$ cat src/rtl/rtc_alarm_pkg.sv
// Package rtc_alarm_pkg
// Shared widths and the byte-to-value decoding used by every field comparator.
// Assumes valid clock bytes: 12-hour values lie in 1..12 (so a single
// subtraction performs the modulo-12 step).
package rtc_alarm_pkg;
    localparam int BYTE_W     = 8;
    localparam int NUM_FIELDS = 3;
    localparam int HOUR_IDX   = 2;

    typedef logic [BYTE_W-1:0] tbyte_t;

    // Two BCD digits to a binary value.
    function automatic tbyte_t bcd_to_bin(input tbyte_t b);
        tbyte_t hi;
        hi = {4'd0, b[7:4]};
        return (hi << 3) + (hi << 1) + {4'd0, b[3:0]};
    endfunction

    // Decode one field byte into a comparable value.
    function automatic tbyte_t field_value(input tbyte_t b, input logic bin,
                                           input logic is_hour, input logic hr24);
        tbyte_t raw;
        tbyte_t v;
        raw = (is_hour && !hr24) ? {1'b0, b[6:0]} : b;
        v   = bin ? raw : bcd_to_bin(raw);
        if (is_hour && !hr24) begin
            if (v >= 8'd12) v = v - 8'd12;
            if (b[7])       v = v + 8'd12;
        end
        return v;
    endfunction
endpackage

$ cat src/rtl/rtc_alarm_field.sv
// Module rtc_alarm_field
// Compares one time field against its alarm byte. The alarm byte acts as a
// wildcard when its two top bits are set. IS_HOUR selects hour handling
// (12-hour conversion of both bytes).
module rtc_alarm_field
    import rtc_alarm_pkg::*;
#(
    parameter bit IS_HOUR = 1'b0
) (
    input  tbyte_t cur_byte,
    input  tbyte_t alm_byte,
    input  logic   bin_mode,
    input  logic   hr24_mode,
    output logic   hit
);
    tbyte_t cur_val;
    tbyte_t alm_val;
    logic   wild;

    // decode both bytes and form the per-field match
    always_comb begin
        wild    = (alm_byte[7:6] == 2'b11);
        cur_val = field_value(cur_byte, bin_mode, IS_HOUR, hr24_mode);
        alm_val = field_value(alm_byte, bin_mode, IS_HOUR, hr24_mode);
        hit     = wild || (cur_val == alm_val);
    end
endmodule

$ cat src/rtl/rtc_alarm_flags.sv
// Module rtc_alarm_flags
// Holds the update-ended and alarm flags. It qualifies the update strobe with
// the time-setting hold. A same-cycle clear loses to a new event.
module rtc_alarm_flags (
    input  logic clk,
    input  logic rst_n,
    input  logic upd_tick,
    input  logic set_hold,
    input  logic flag_clear,
    input  logic all_hit,
    output logic upd_flag,
    output logic alarm_flag,
    output logic alarm_new
);
    logic upd_ev;
    logic alm_ev;

    // qualify the update and the alarm event
    always_comb begin
        upd_ev = upd_tick && !set_hold;
        alm_ev = upd_ev && all_hit;
    end

    // flag registers with set-over-clear priority
    always_ff @(posedge clk) begin
        if (!rst_n) begin
            upd_flag   <= 1'b0;
            alarm_flag <= 1'b0;
            alarm_new  <= 1'b0;
        end else begin
            if (upd_ev)          upd_flag <= 1'b1;
            else if (flag_clear) upd_flag <= 1'b0;
            if (alm_ev)          alarm_flag <= 1'b1;
            else if (flag_clear) alarm_flag <= 1'b0;
            alarm_new <= alm_ev && (!alarm_flag || flag_clear);
        end
    end


    af_with_uf_chk: assert property (@(posedge clk) disable iff (!rst_n)
        $rose(alarm_flag) |-> upd_flag);

    hold_blocks_chk: assert property (@(posedge clk) disable iff (!rst_n)
        (upd_tick && set_hold && !flag_clear) |=> ($stable(upd_flag) && $stable(alarm_flag)));

    clear_only_chk: assert property (@(posedge clk) disable iff (!rst_n)
        (flag_clear && !upd_tick) |=> (!upd_flag && !alarm_flag));

    new_implies_flag_chk: assert property (@(posedge clk) disable iff (!rst_n)
        alarm_new |-> alarm_flag);

    af_needs_tick_chk: assert property (@(posedge clk) disable iff (!rst_n)
        $rose(alarm_flag) |-> $past(upd_tick && !set_hold));
endmodule

$ cat src/rtl/rtc_alarm_match.sv
// Module rtc_alarm_match
// Top level: one comparator per time field, built in a generate loop, feeding
// the flag register. The time bytes must already hold the updated second in
// the cycle in which upd_tick is high.
module rtc_alarm_match
    import rtc_alarm_pkg::*;
(
    input  logic       clk,
    input  logic       rst_n,
    input  logic       upd_tick,
    input  logic       set_hold,
    input  logic       flag_clear,
    input  logic       bin_mode,
    input  logic       hr24_mode,
    input  logic [7:0] cur_sec,
    input  logic [7:0] cur_min,
    input  logic [7:0] cur_hour,
    input  logic [7:0] alm_sec,
    input  logic [7:0] alm_min,
    input  logic [7:0] alm_hour,
    output logic       upd_flag,
    output logic       alarm_flag,
    output logic       alarm_new
);
    tbyte_t cur_arr [NUM_FIELDS];
    tbyte_t alm_arr [NUM_FIELDS];
    logic [NUM_FIELDS-1:0] hits;
    logic all_hit;

    // gather field bytes into indexed arrays
    always_comb begin
        cur_arr[0] = cur_sec;  alm_arr[0] = alm_sec;
        cur_arr[1] = cur_min;  alm_arr[1] = alm_min;
        cur_arr[2] = cur_hour; alm_arr[2] = alm_hour;
    end

    for (genvar g = 0; g < NUM_FIELDS; g++) begin : g_field
        rtc_alarm_field #(.IS_HOUR(g == HOUR_IDX)) u_field (
            .cur_byte (cur_arr[g]),
            .alm_byte (alm_arr[g]),
            .bin_mode (bin_mode),
            .hr24_mode(hr24_mode),
            .hit      (hits[g])
        );
    end

    // all fields must agree
    assign all_hit = &hits;

    rtc_alarm_flags u_flags (
        .clk       (clk),
        .rst_n     (rst_n),
        .upd_tick  (upd_tick),
        .set_hold  (set_hold),
        .flag_clear(flag_clear),
        .all_hit   (all_hit),
        .upd_flag  (upd_flag),
        .alarm_flag(alarm_flag),
        .alarm_new (alarm_new)
    );


    all_wild_chk: assert property (@(posedge clk) disable iff (!rst_n)
        (upd_tick && !set_hold && alm_sec[7:6] == 2'b11 && alm_min[7:6] == 2'b11
         && alm_hour[7:6] == 2'b11) |=> alarm_flag);
endmodule

$ cat config.mk
export PLATFORM = sky130hd
export DESIGN_NAME = rtc_alarm_match
export DESIGN_NICKNAME = d
export VERILOG_FILES = /design/src/rtl/rtc_alarm_pkg.sv /design/src/rtl/rtc_alarm_field.sv /design/src/rtl/rtc_alarm_flags.sv /design/src/rtl/rtc_alarm_match.sv
export SDC_FILE = /design/constraint.sdc
export NUM_CORES = 1
export LEC_CHECK = 0
export ABC_AREA = 1
export BUFFER_PORTS_ARGS = -buffer_cell sky130_fd_sc_hd__buf_2
export CAP_MARGIN = 10
export CELL_PAD_IN_SITES_DETAIL_PLACEMENT = 2
export CELL_PAD_IN_SITES_GLOBAL_PLACEMENT = 2
export CORE_MARGIN = 4
export CORE_UTILIZATION = 30
export DETAILED_ROUTE_END_ITERATION = 7
export PLACE_DENSITY_LB_ADDON = 0.1
export SYNTH_ARGS = -nofsm -noshare
export SYNTH_HDL_FRONTEND = slang
export SYNTH_SLANG_ARGS = --single-unit
$ cat constraint.sdc
create_clock -name clk -period 5 [get_ports clk]
set_clock_uncertainty 0.1 [all_clocks]
set_input_delay 0.75 -clock clk [delete_from_list [all_inputs] [get_ports clk]]
set_output_delay 0.75 -clock clk [all_outputs]
set_load 0.02 [all_outputs]
==> flow_summary.toml <==
[cts]
root_buffer = "clkbuf_8"
clk_latency_ns = 0.22
cts_tree = "built"
cts.clk_slew.worst_paths_ns = 0.03
ctsResizeCount = 0
cts_sinks = 3
ctsHoldBuffers = 0
cts.path.max_buffers = 2
h-tree-depth = 1
cts_made_buffers = 3
cts_setup_buffers = 0

[power]
swShare = 0.5439
p_int_mw = 0.2672
power_leakage_nw = 1.908
comb_power_share = 0.831
seq_power_share = 0.043
p_sw_mw = 0.3186
power_density_nw_per_um2 = 174.3
p_clk_frac = 0.126
peakVddDrop_mv = 0.08573

[die]
initial_core_util = 0.3117
io_pins = 58
die_y_um = 106.7
core.rowCount = 35
die_w_um = 106.7
die-area_sq_um = 11380
coreArea_sq_um = 9371

[worst_setup_path]
cpMaxStageDelayCell = "fa_1"
cp.arrival_ns = 4.32
endpoint_kind = "register"
cp_max_fo = 7
path_common_cell = "nand2_1"
crit_type = "input port to register"
start_kind = "input port"
max_stage_delay_ns = 0.55
worstPathRequired_ns = 5.06

[logic_synthesis]
yosys_warnings = 0
synth_ff_type = "dfxtp_1"
synth.top_cell.area_share = 0.1970
ys_ff_latch = 3
synth_area_sq_um = 2922
synth_edf_count = 0
synth-seq-area-share = 0.02056
synth_top_area_cell = "ha_1"
avgSynthCellArea_sq_um = 6.283
ys_types = 40
syn_nets = 578
synthTopCellsByArea = "ha_1, nand2_1, nand3_1"
synthArstFlopShare = 0
synth_cells = 465

[sta]
max_freq_ghz = 0.2346
tns_ns = 0
finalHoldViolations = 0
setup_slack_ns = 0.7375
min_period_over_period = 0.8525
tightest_slew_ns = 0.6208
rsz0062_at_grt = "no"
slew_headroom = 0.5861
finalSetupViolCount = 0
slew_viol_final = 0
post-route-min-period_ns = 4.262

[final_layout]
nets = 633
layout-drive-gt1-share = 0.2100
seq_area_sq_um = 60.06
multi_input_area_sq_um = 2530
post-route-util = 0.3586
area_growth_syn_to_layout_pct = 15.03
nFillCells = 1258
n_antenna_cell = 0

[routing]
drt_wl_total_um = 9255
drt-pass1-iter-count = 4
drt-initial-drc-count = 51
vias_per_cell = 4.938
antenna_left = 0
vias = 3200
wl_per_cell_um = 14.28
drc = 0

[grt]
track_usage = 0.1681
grt_pass1_wl_um = 15950
grt_antenna_before_repair = 0
grt_max_degree = 28
gr-total-overflow = 0
grt_pass1_vias = 3504

[placement]
hpwl_um = 8294
pre_cts_ws_ns = 0.4727
gp_congestion = 0.7663
io_buffer_count = 57

[outcome]
status = "complete, no violations"

[worst_hold_path]
hold_path.class = "register to register"

[run]
max_cap_violations = 0
## metal layers
layer,up-vias,track usage,wire [um]
li1,1634,-,-
met1,1526,0.2164,4348
met2,36,0.3143,4665
met3,4,0.01505,219
met4,0,0.01461,22
met5,-,0,0
## metrics by stage
step / hold slack [ns] / instance area, sq um / std cells / power [mW]
detailed placement: 0.3772 / 3316 / 644 / 0.5192
global placement: 0.3684 / 3316 / 644 / 0.4943
CTS: 0.3848 / 3361 / 648 / 0.5976
finish: 0.3862 / 3361 / 648 / 0.5858
global route: 0.4125 / 3361 / 648 / 0.6675
floorplan: 0.4447 / 2922 / 465 / 0.3875
## worst paths after layout
path | from | end | slack [ns] | depth (start not counted)
min reg2reg | u_flags.upd_flag$_SDFFE_PN0P_ | u_flags.upd_flag$_SDFFE_PN0P_ | 0.39 | 2
min | u_flags.upd_flag$_SDFFE_PN0P_ | u_flags.upd_flag$_SDFFE_PN0P_ | 0.39 | 2
max | cur_hour[4] | u_flags.alarm_new$_SDFF_PN0_ | 0.74 | 29
max reg2reg | u_flags.alarm_flag$_SDFFE_PN0P_ | u_flags.alarm_flag$_SDFFE_PN0P_ | 4.18 | 4
## layout by cell type (no fill, tap or decap), drive strengths merged, types with 2 or more instances in the layout
cell and count:
fa 12, xor2 13, inv 73, nand4 2
or2 4, o21ai 26, o21a 2, ha 46
buf 57, nand3 56, clkbuf 4, nor2 35
o22ai 2, dfxtp 3, a31oi 6, xnor2 11
a21oi 25, a21o 3, nand2 132
## layout make-up
type | instances | share of cell area
Tap cell | 129 | 0.04803
Multi-Input combinational cell | 382 | 0.7528
Timing Repair Buffer | 57 | 0.08488
Clock buffer | 4 | 0.01340
Sequential cell | 3 | 0.01787
Inverter | 73 | 0.08302
## synthesized netlist by cell type, drive strengths merged (6+ instances only)
cell type / instances
nand2: 132
ha: 46
nand3: 56
inv: 73
fa: 12
xnor2: 11
nor2: 35
buf: 6
a31oi: 6
xor2: 13
o21ai: 26
a21oi: 25
## logic make-up after synthesis
group                    synth area share
buffers and inverters              0.1135
flip-flops                        0.02056
multiplexers                     0.003426
adder cells (fa/ha/maj)            0.2792
AO/OA/AOI/OAI                      0.1426
XOR/XNOR                          0.07195
AND/OR/NAND/NOR                    0.3687
## power by group through the flow
stage	sequential [mW]	combinational, mW	clock (mW)
global route	0.0250	0.564	0.0784
finish	0.0249	0.487	0.0740
CTS	0.0249	0.496	0.0768
floorplan	0.0258	0.362	0
global placement	0.0252	0.469	0
detailed placement	0.0253	0.494	0
## critical path, delay by kind of cell
kind,cells,cell delay (ns)
AND/OR/NAND/NOR,19,1.63
adder cells (fa/ha/maj),4,1.44
buffers and inverters,5,0.37
AO/OA/AOI/OAI,1,0.14
## state kept, by name, summed over array words and instances, names as in the netlist
| name | flops |
|---|---|
| u_flags.alarm_new | 1 |
| u_flags.alarm_flag | 1 |
| u_flags.upd_flag | 1 |
No activity file was read; power rests on OpenSTA's default activity.
